**src/rtl/tmr_wdt_pkg.sv**
```systemverilog
package tmr_wdt_pkg;

  // Strobes from the control to the datapath, valid for one clock each
  typedef struct packed {
    logic tmrLoad;   // load timer from write data
    logic srcTick;   // selected timer source tick (internal or synced edge)
    logic psClr;     // clear the shared prescaler
    logic wdtTick;   // raw slow oscillator tick
    logic wdtClr;    // clear watchdog counter
    logic wdtRun;    // watchdog enabled
    logic intClr;    // clear overflow flag
  } dpStrobes_t;

endpackage

```
**src/rtl/tmr_wdt_ctrl.sv**
```systemverilog
module tmr_wdt_ctrl
  import tmr_wdt_pkg::*;
#(
  parameter int SYNC_STAGES = 2
) (
  input  logic       clk,
  input  logic       rstN,
  input  logic       sleep,
  input  logic       clkDiv4,
  input  logic       tmrSrcExt,
  input  logic       tmrEdgeFall,
  input  logic       extPin,
  input  logic       tmrWrEn,
  input  logic       intClr,
  input  logic       wdtTick,
  input  logic       wdtClr,
  input  logic       wdtEn,
  output dpStrobes_t strb
);

  localparam int HIST_W = SYNC_STAGES + 1;

  // Instruction-cycle divider
  logic [1:0] divQ;
  logic       instrTick;

  always_ff @(posedge clk) begin
    if (!rstN)       divQ <= '0;
    else if (!sleep) divQ <= divQ + 2'd1;
  end

  always_comb begin
    if (sleep)        instrTick = 1'b0;
    else if (clkDiv4) instrTick = (divQ == 2'd3);
    else              instrTick = divQ[0];
  end

  // External input: synchronizer stages plus one history flop
  logic [HIST_W-1:0] syncQ;
  logic              syncNow;
  logic              syncPrev;
  logic              extEdge;

  always_ff @(posedge clk) begin
    if (!rstN) syncQ <= '0;
    else       syncQ <= {syncQ[HIST_W-2:0], extPin};
  end

  assign syncNow  = syncQ[SYNC_STAGES-1];
  assign syncPrev = syncQ[SYNC_STAGES];

  always_comb begin
    if (tmrEdgeFall) extEdge = syncPrev & ~syncNow;
    else             extEdge = ~syncPrev & syncNow;
  end

  always_comb begin
    strb.tmrLoad = tmrWrEn;
    strb.srcTick = tmrSrcExt ? extEdge : instrTick;
    strb.psClr   = tmrWrEn | wdtClr;
    strb.wdtTick = wdtTick;
    strb.wdtClr  = wdtClr;
    strb.wdtRun  = wdtEn;
    strb.intClr  = intClr;
  end


  no_back2back_tick_chk: assert property (@(posedge clk) disable iff (!rstN)
    instrTick |=> !instrTick);


  sleep_divider_frozen_chk: assert property (@(posedge clk) disable iff (!rstN)
    sleep |=> divQ == $past(divQ));

endmodule

```
**src/rtl/tmr_wdt_dp.sv**
```systemverilog
module tmr_wdt_dp
  import tmr_wdt_pkg::*;
#(
  parameter int TMR_W    = 8,
  parameter int PS_W     = 8,
  parameter int WDT_BITS = 10,
  parameter int RSEL_W   = 3
) (
  input  logic              clk,
  input  logic              rstN,
  input  dpStrobes_t        strb,
  input  logic              psaToWdt,
  input  logic [RSEL_W-1:0] psRatio,
  input  logic [TMR_W-1:0]  tmrWrData,
  output logic [TMR_W-1:0]  tmrQ,
  output logic              ovfQ,
  output logic              wdtRstQ
);

  logic [PS_W-1:0]     psCnt;
  logic [PS_W-1:0]     psMask;
  logic                psInc;
  logic                psHit;
  logic                tmrTick;
  logic                wdtStep;
  logic [WDT_BITS-1:0] wdtCnt;

  // Ratio mask: timer owner covers bits [r:0], watchdog owner bits [r-1:0]
  for (genvar g = 0; g < PS_W; g++) begin : g_mask
    assign psMask[g] = psaToWdt ? (g < int'(psRatio)) : (g <= int'(psRatio));
  end

  assign psInc   = psaToWdt ? strb.wdtTick : strb.srcTick;
  assign psHit   = psInc && ((psCnt & psMask) == psMask);
  assign tmrTick = psaToWdt ? strb.srcTick : psHit;
  assign wdtStep = psaToWdt ? psHit : strb.wdtTick;

  // Shared prescaler
  always_ff @(posedge clk) begin
    if (!rstN)           psCnt <= '0;
    else if (strb.psClr) psCnt <= '0;
    else if (psInc)      psCnt <= psCnt + 1'b1;
  end

  // Timer and overflow flag
  always_ff @(posedge clk) begin
    if (!rstN)             tmrQ <= '0;
    else if (strb.tmrLoad) tmrQ <= tmrWrData;
    else if (tmrTick)      tmrQ <= tmrQ + 1'b1;
  end

  always_ff @(posedge clk) begin
    if (!rstN)                                   ovfQ <= 1'b0;
    else if (!strb.tmrLoad && tmrTick && &tmrQ)  ovfQ <= 1'b1;
    else if (strb.intClr)                        ovfQ <= 1'b0;
  end

  // Watchdog counter and reset request
  always_ff @(posedge clk) begin
    if (!rstN)                          wdtCnt <= '0;
    else if (!strb.wdtRun || strb.wdtClr) wdtCnt <= '0;
    else if (wdtStep)                   wdtCnt <= wdtCnt + 1'b1;
  end

  always_ff @(posedge clk) begin
    if (!rstN) wdtRstQ <= 1'b0;
    else       wdtRstQ <= strb.wdtRun && !strb.wdtClr && wdtStep && (&wdtCnt);
  end


  overflow_sets_flag_chk: assert property (@(posedge clk) disable iff (!rstN)
    (!strb.tmrLoad && tmrTick && &tmrQ) |=> ovfQ);


  load_wins_chk: assert property (@(posedge clk) disable iff (!rstN)
    strb.tmrLoad |=> (tmrQ == $past(tmrWrData)) && (psCnt == '0));


  reset_pulse_single_chk: assert property (@(posedge clk) disable iff (!rstN)
    wdtRstQ |=> !wdtRstQ);


  reset_needs_enable_chk: assert property (@(posedge clk) disable iff (!rstN)
    wdtRstQ |-> $past(strb.wdtRun));


  wdt_clear_chk: assert property (@(posedge clk) disable iff (!rstN)
    strb.wdtClr |=> (wdtCnt == '0) && (psCnt == '0) && !wdtRstQ);


  sleep_timer_hold_chk: assert property (@(posedge clk) disable iff (!rstN)
    (!strb.tmrLoad && !strb.srcTick) |=> tmrQ == $past(tmrQ));

endmodule

```
**src/rtl/tmr_wdt_top.sv**
```systemverilog
module tmr_wdt_top
  import tmr_wdt_pkg::*;
#(
  parameter int TMR_W       = 8,
  parameter int PS_W        = 8,
  parameter int WDT_BITS    = 10,
  parameter int SYNC_STAGES = 2
) (
  input  logic                    clk,
  input  logic                    rstN,
  input  logic                    sleep,
  input  logic                    clkDiv4,
  input  logic                    tmrSrcExt,
  input  logic                    tmrEdgeFall,
  input  logic                    extPin,
  input  logic                    psaToWdt,
  input  logic [$clog2(PS_W)-1:0] psRatio,
  input  logic                    wdtEn,
  input  logic                    wdtTick,
  input  logic                    wdtClr,
  input  logic                    tmrWrEn,
  input  logic [TMR_W-1:0]        tmrWrData,
  input  logic                    intClr,
  output logic [TMR_W-1:0]        tmrRdData,
  output logic                    ovfIntFlag,
  output logic                    wdtRst
);

  localparam int RSEL_W = $clog2(PS_W);

  dpStrobes_t strb;

  tmr_wdt_ctrl #(.SYNC_STAGES(SYNC_STAGES)) i_ctrl (
    .clk(clk), .rstN(rstN), .sleep(sleep), .clkDiv4(clkDiv4),
    .tmrSrcExt(tmrSrcExt), .tmrEdgeFall(tmrEdgeFall), .extPin(extPin),
    .tmrWrEn(tmrWrEn), .intClr(intClr), .wdtTick(wdtTick),
    .wdtClr(wdtClr), .wdtEn(wdtEn), .strb(strb)
  );

  tmr_wdt_dp #(.TMR_W(TMR_W), .PS_W(PS_W), .WDT_BITS(WDT_BITS), .RSEL_W(RSEL_W)) i_dp (
    .clk(clk), .rstN(rstN), .strb(strb), .psaToWdt(psaToWdt),
    .psRatio(psRatio), .tmrWrData(tmrWrData), .tmrQ(tmrRdData),
    .ovfQ(ovfIntFlag), .wdtRstQ(wdtRst)
  );

endmodule

```
**config.mk**
```make
export PLATFORM = sky130hd
export DESIGN_NAME = tmr_wdt_top
export DESIGN_NICKNAME = d
export VERILOG_FILES = /design/src/rtl/tmr_wdt_pkg.sv /design/src/rtl/tmr_wdt_ctrl.sv /design/src/rtl/tmr_wdt_dp.sv /design/src/rtl/tmr_wdt_top.sv
export SDC_FILE = /design/constraint.sdc
export NUM_CORES = 1
export LEC_CHECK = 0
export BUFFER_PORTS_ARGS = -buffer_cell sky130_fd_sc_hd__buf_2
export CORE_MARGIN = 2
export CORE_UTILIZATION = 54
export DETAILED_ROUTE_END_ITERATION = 6
export PLACE_DENSITY_LB_ADDON = 0.3
export RECOVER_POWER = 100
export SLEW_MARGIN = 20
export SYNTH_ARGS = -nofsm -noshare
export SYNTH_HDL_FRONTEND = slang
export SYNTH_SLANG_ARGS = --single-unit
```
**constraint.sdc**
```tcl
create_clock -name clk -period 2.1 [get_ports clk]
set_input_delay 0 -clock clk [delete_from_list [all_inputs] [get_ports clk]]
set_output_delay 0 -clock clk [all_outputs]
set_load 0.01 [all_outputs]
```
==> flow_summary.json, run 1 <==
{
  "ys_seq_area_frac": 0.388,
  "cap_violations": 0,
  "grt.overflow.total": 0,
  "critPathMaxFanout": 10,
  "ir_worst_vdd_mv": 0.483,
  "cp-start-kind": "register",
  "cts.clk_slew.worst_paths_ps": 100,
  "setup_viol": 0,
  "total_power_mw": 1.17,
  "antenna_left": 0,
  "drive_gt1_frac": 0.174,
  "critical_path_class": "register to register",
  "num-fill-cells": 266,
  "max_freq_mhz": 503,
  "yosysWarnings": 0,
  "postPlaceCellArea_um2": 1930,
  "drt_iter0_drc": 91,
  "netlist_area_um2": 1700,
  "synth-simple-area-share": 0.286,
  "synth_ff_type": "dfxtp_1",
  "dp_slack_ps": 97.2,
  "crit_start": "i_dp.psCnt[0]",
  "arrival_ps": 2270,
  "hold_class": "input port to register",
  "start_util": 0.562,
  "maxSlewHeadroom": 0.610,
  "grt_max_degree": 18,
  "num-nets-final": 280,
  "drtPass1Iterations": 4,
  "grt_pass1_vias": 1483,
  "fin_area_um2": 2120,
  "clkLatencyLatePin_ps": 340,
  "route.detailed.drc": 0,
  "synthArstFlopShare": 0,
  "powerDensity_nw_per_um2": 553,
  "synth_compound_area_frac": 0.182,
  "die_w_um": 60.1,
  "synth.area.mux_share": 0.0412,
  "avgSynthCellArea_um2": 8.55,
  "syn-num-nets": 227,
  "cp.required_ps": 2380,
  "grt_pass1_wl_mm": 6.41,
  "hold_slack_ps": 68.7,
  "syn2layout_area_growth_pct": 24.7,
  "gp_congestion": 0.883,
  "vias": 1643,
  "end_kind": "register",
  "synthAdderAreaFrac": 0.0294,
  "outcome": "finished clean",
  "finalCriticalPeriod_ps": 1990,
  "hold_viol_final": 0,
  "yosys_register_bits": 33,
  "min-delay-start": "wdtEn",
  "synthCells": 199,
  "diodes": 0,
  "ios": 34,
  "r2r_start": "i_dp.psCnt[0]",
  "tns_ps": 0,
  "seq_area_um2": 664,
  "die_y_um": 60.1,
  "synth_xor_area_frac": 0.0412,
  "antenna_found_initial": 0,
  "routed_wl_mm": 3.92,
  "fin_ws_ps": 111,
  "p_leak_nw": 0.786,
  "synth_cell_types": 39,
  "io_buffers": 33,
  "h-tree-depth": 2,
  "period_share": 0.947,
  "clkSinkCount": 33,
  "cts_tree": "built",
  "tightest_slew_ps": 584,
  "cts_buffer_depth": 2,
  "fin_worst_skew_ps": 3.89,
  "hpwlAfterDp_mm": 2.55,
  "synth_top_family_by_area": "simple AND/OR/NAND/NOR gates",
  "wl_per_cell_um": 13.2,
  "rows": 20,
  "grt_use_total": 0.239,
  "vias_per_cell": 5.53,
  "cts_root_buffer": "clkbuf_4",
  "synth_edf_count": 0,
  "core-area_um2": 3030,
  "drv_slew": 0,
  "die_area_um2": 3620,
  "cts_made_buffers": 5,
  "multi_input_comb_area_um2": 988
}
-- worst max-delay path, cell delays in order, from the launching register on --
cell and delay [ps]:
dfxtp_2 370, and2_4 160, a22oi_1 90, a311oi_2 240, buf_4 170, a21oi_2 70, buf_4 190, nor4_1 410
mux2i_1 220
-- cell usage after synthesis, drive strengths merged (6+ instances only) --
master	number	area, µm²
o21ai	18	90.1
nand2b	7	43.8
a31oi	9	62.6
a21oi	9	48.8
or3	7	43.8
nand2	14	52.6
dfxtp	33	661
inv	8	30.0
and2	6	37.5
nand4	6	37.5
xor2	6	52.6
nand3	8	40.0
mux2i	7	70.1
nor2	12	45.0
-- power breakdown --
| group | total (mW) | leakage [nW] | internal, mW | switching [mW] |
|---|---|---|---|---|
| clock | 0.352 | 0.0310 | 0.126 | 0.226 |
| sequential | 0.661 | 0.270 | 0.644 | 0.0168 |
| combinational | 0.161 | 0.484 | 0.0760 | 0.0846 |
| total | 1.17 | 0.786 | 0.846 | 0.327 |
-- area by class of cell --
type | instances | share of cell area
well taps | 44 | 0.0259
clock buffers | 5 | 0.0177
clock inverters | 3 | 0.00825
repair buffers | 52 | 0.155
inverters | 8 | 0.0142
flip-flops and latches | 33 | 0.313
multi-input cells | 152 | 0.466
-- kinds of logic (layout without fill, tap and decap cells) --
logic type,count (synthesis),count (layout)
multiplexers,7,7
AO/OA/AOI/OAI,48,48
adder cells (fa/ha/maj),4,4
XOR/XNOR,8,8
flip-flops,33,33
AND/OR/NAND/NOR,85,85
buffers and inverters,14,68
-- worst paths after layout --
| check | end | slack [ps] | depth (start not counted) |
|---|---|---|---|
| worst min register to register | i_ctrl.syncQ[1] | 450 | 1 |
| worst max register to register | i_dp.wdtCnt[6] | 110 | 8 |
| worst max-delay path | i_dp.wdtCnt[6] | 110 | 8 |
| worst min-delay path | i_dp.wdtCnt[4] | 70 | 3 |
-- cell usage in the layout (no fill, tap or decap), types with 2 or more instances in the layout --
cell	count
a21oi_1	7
a31oi_1	8
and2_0	2
and2_1	3
and3_1	4
buf_2	22
buf_4	5
clkbuf_1	11
clkbuf_4	5
clkinv_2	2
dfxtp_1	30
dfxtp_2	3
dlygate4sd3_1	14
ha_1	4
inv_1	8
mux2i_1	7
nand2_1	14
nand2b_1	7
nand3_1	8
nand3b_1	2
nand4_1	6
nor2_1	12
nor2b_1	2
nor3_1	2
nor3b_1	2
nor4_1	4
o21a_1	2
o21ai_0	18
o31ai_1	5
or3_1	7
or4_1	5
xnor2_1	2
xor2_1	6
-- metrics by stage --
step | std cells | utilization
after floorplan | 199 | -
after global placement | 274 | 0.637
after detailed placement | 274 | 0.637
after CTS | 296 | 0.701
after global routing | 297 | 0.701
final | 297 | 0.701
-- registers in the layout, summed over array words and instances, names as in the netlist --
| register | flops |
|---|---|
| i_dp.tmrQ | 8 |
| i_dp.ovfQ | 1 |
| i_dp.psCnt | 8 |
| i_dp.wdtRstQ | 1 |
| i_dp.wdtCnt | 10 |
| i_ctrl.divQ | 2 |
| i_ctrl.syncQ | 3 |
-- per-layer routing --
metal | track usage | vias up | share of wire
met1 | 0.296 | 748 | 0.45
met4 | 0.105 | 0 | 0.022
met2 | 0.376 | 51 | 0.47
met5 | 0 | - | 0
met3 | 0.0801 | 8 | 0.060
li1 | - | 836 | -
-- timing repair --
| action | 4_1_cts | 5_1_grt |
|---|---|---|
| gates resized for setup | 0 | 6 |
| endpoints found under the setup margin | 0 | 8 |
| setup buffers | 0 | 1 |
| endpoints found under the hold margin | 12 | 0 |
| hold buffers | 14 | 0 |
Power figures use the tool's default switching activity.
==> inputs of run 2 (changes only) <==
--- a/config.mk
+++ b/config.mk
@@ -10,7 +10,6 @@
 export CORE_UTILIZATION = 54
 export DETAILED_ROUTE_END_ITERATION = 6
 export PLACE_DENSITY_LB_ADDON = 0.3
-export RECOVER_POWER = 100
 export SLEW_MARGIN = 20
 export SYNTH_ARGS = -nofsm -noshare
 export SYNTH_HDL_FRONTEND = slang
==> flow_summary.json, run 2 (synthesis results as in run 1) <==
{
  "outcome": "finished clean",
  "drv_slew": 0,
  "finalCriticalPeriod_ps": 1990,
  "core-area_um2": 3030,
  "antenna_left": 0,
  "reg_top3": "i_dp.wdtCnt x10, i_dp.psCnt x8, i_dp.tmrQ x8",
  "regMostFlops": "i_dp.wdtCnt",
  "cts_root_buffer": "clkbuf_4",
  "wl_per_cell_um": 13.1,
  "num-nets-final": 280,
  "postPlaceCellArea_um2": 1930,
  "cts_tree": "built",
  "grt_pass1_wl_mm": 6.41,
  "dp_cells": 274,
  "cts_buffer_depth": 2,
  "rows": 20,
  "num-fill-cells": 255,
  "routed_wl_mm": 3.90,
  "path_cells": "and2_4, a22oi_1, a311oi_2, buf_4, a21oi_2, buf_4, or4_1, a21oi_1",
  "max_freq_mhz": 502,
  "start_util": 0.562,
  "final_cell_mix": "33 x buf_2, 30 x dfxtp_1, 18 x o21ai_0",
  "busiest_layer": "met2",
  "gr-usage-met2": 0.376,
  "tightest_slew_ps": 454,
  "critPathTopFamily": "simple AND/OR/NAND/NOR gates",
  "powerDensity_nw_per_um2": 547,
  "fin_worst_skew_ps": 4.04,
  "hold_class": "input port to register",
  "die_area_um2": 3620,
  "cp.required_ps": 2380,
  "clkSinkCount": 33,
  "crit_top_cell": "buf_4",
  "p_leak_nw": 0.828,
  "clkLatencyLatePin_ps": 340,
  "ir_worst_vdd_mv": 0.483,
  "vias_per_cell": 5.52,
  "cap_violations": 0,
  "arrival_ps": 2270,
  "diodes": 0,
  "drtPass1Iterations": 4,
  "gr-usage-met1": 0.296,
  "gp_congestion": 0.883,
  "h-tree-depth": 2,
  "maxSlewHeadroom": 0.694,
  "period_share": 0.948,
  "grt_max_degree": 18,
  "vias": 1640,
  "setup_viol": 0,
  "cp.depth": 8,
  "grtUsageMet3": 0.0801,
  "die_y_um": 60.1,
  "cp-start-kind": "register",
  "reg2reg_depth": 8,
  "finalNonFillerCells": 297,
  "end_kind": "register",
  "io_buffers": 33,
  "whs_path_depth": 3,
  "ios": 34,
  "slowest_delay_ps": 480,
  "crit_slowest_cell": "or4_1",
  "drt_iter0_drc": 95,
  "grt_pass1_vias": 1483,
  "cts_made_buffers": 5,
  "critPathMaxFanout": 10,
  "grt_use_total": 0.239,
  "route.detailed.drc": 0,
  "hpwlAfterDp_mm": 2.55,
  "cts.clk_slew.worst_paths_ps": 100,
  "die_w_um": 60.1,
  "syn2layout_area_growth_pct": 26.2,
  "hold_viol_final": 0,
  "drive_gt1_frac": 0.225,
  "worst-path-buf-inv": 2,
  "antenna_found_initial": 0,
  "critical_path_class": "register to register",
  "grt.overflow.total": 0,
  "largest_reg_flops": 10,
  "fin_area_um2": 2150,
  "layout_commonest_cell": "buf_2"
}
-- run 2: changes by cell type in the layout (fill, tap and decap cells not counted) --
| cell | previous run | this run |
|---|---|---|
| nor4_2 | 0 | 2 |
| nor4_1 | 4 | 2 |
| buf_2 | 22 | 33 |
| and2_1 | 3 | 5 |
| clkbuf_1 | 11 | 0 |
| and2_0 | 2 | 0 |
-- run 2: area by class of cell --
cell class,count,area (µm²),area share
Clock buffer,5,37.5,0.0175
Clock inverter,3,17.5,0.00815
Inverter,8,30.0,0.0140
Multi-Input combinational cell,152,1000,0.466
Sequential cell,33,664,0.309
Tap cell,44,55.1,0.0256
Timing Repair Buffer,52,343,0.160
-- run 2: power by group --
part	leakage [nW]	total [mW]	switching, mW	internal (mW)
combinational	0.527	0.165	0.0854	0.0793
clock	0.0310	0.351	0.225	0.126
sequential	0.270	0.660	0.0164	0.644
-- run 2: through the flow --
stage          hold WS (ps)  power, mW  setup WS (ps)  utilization  TNS (ps)
2_1_floorplan           127      0.754            233            -         0
3_3_place_gp            206      0.809            189        0.637         0
3_5_place_dp            212      0.813           97.2        0.637         0
4_1_cts                40.9       1.19           67.5        0.701         0
5_1_grt                95.3       1.24          -6.89        0.710     -6.89
6_report               74.4       1.18            109        0.710         0
-- run 2: path summary, 6_finish.rpt --
kind                            slack, ps             from         endpoint
worst min-delay path                   70            wdtEn   i_dp.wdtCnt[4]
worst max register to register        110    i_dp.psCnt[0]   i_dp.wdtCnt[4]
worst min register to register        450  i_ctrl.syncQ[0]  i_ctrl.syncQ[1]
worst max-delay path                  110    i_dp.psCnt[0]   i_dp.wdtCnt[4]
-- run 2: what timing repair did --
action                                 in CTS  in global routing
setup buffers                               0                  1
gates resized for setup                     0                  6
endpoints found under the hold margin      12                  0
setup endpoints to repair                   0                  8
hold buffers                               14                  0
-- run 2: worst register-to-register path, cell delays in order, from the launching register on --
cell and delay [ps]:
dfxtp_2 370, and2_4 160, a22oi_1 80, a311oi_2 240
buf_4 170, a21oi_2 80, buf_4 200, or4_1 480
a21oi_1 150
-- run 2: per-layer routing --
layer / vias up / part of all wire
met1: 754 / 0.46
li1: 836 / -
met3: 8 / 0.052
met5: - / 0
met2: 42 / 0.47
met4: 0 / 0.021
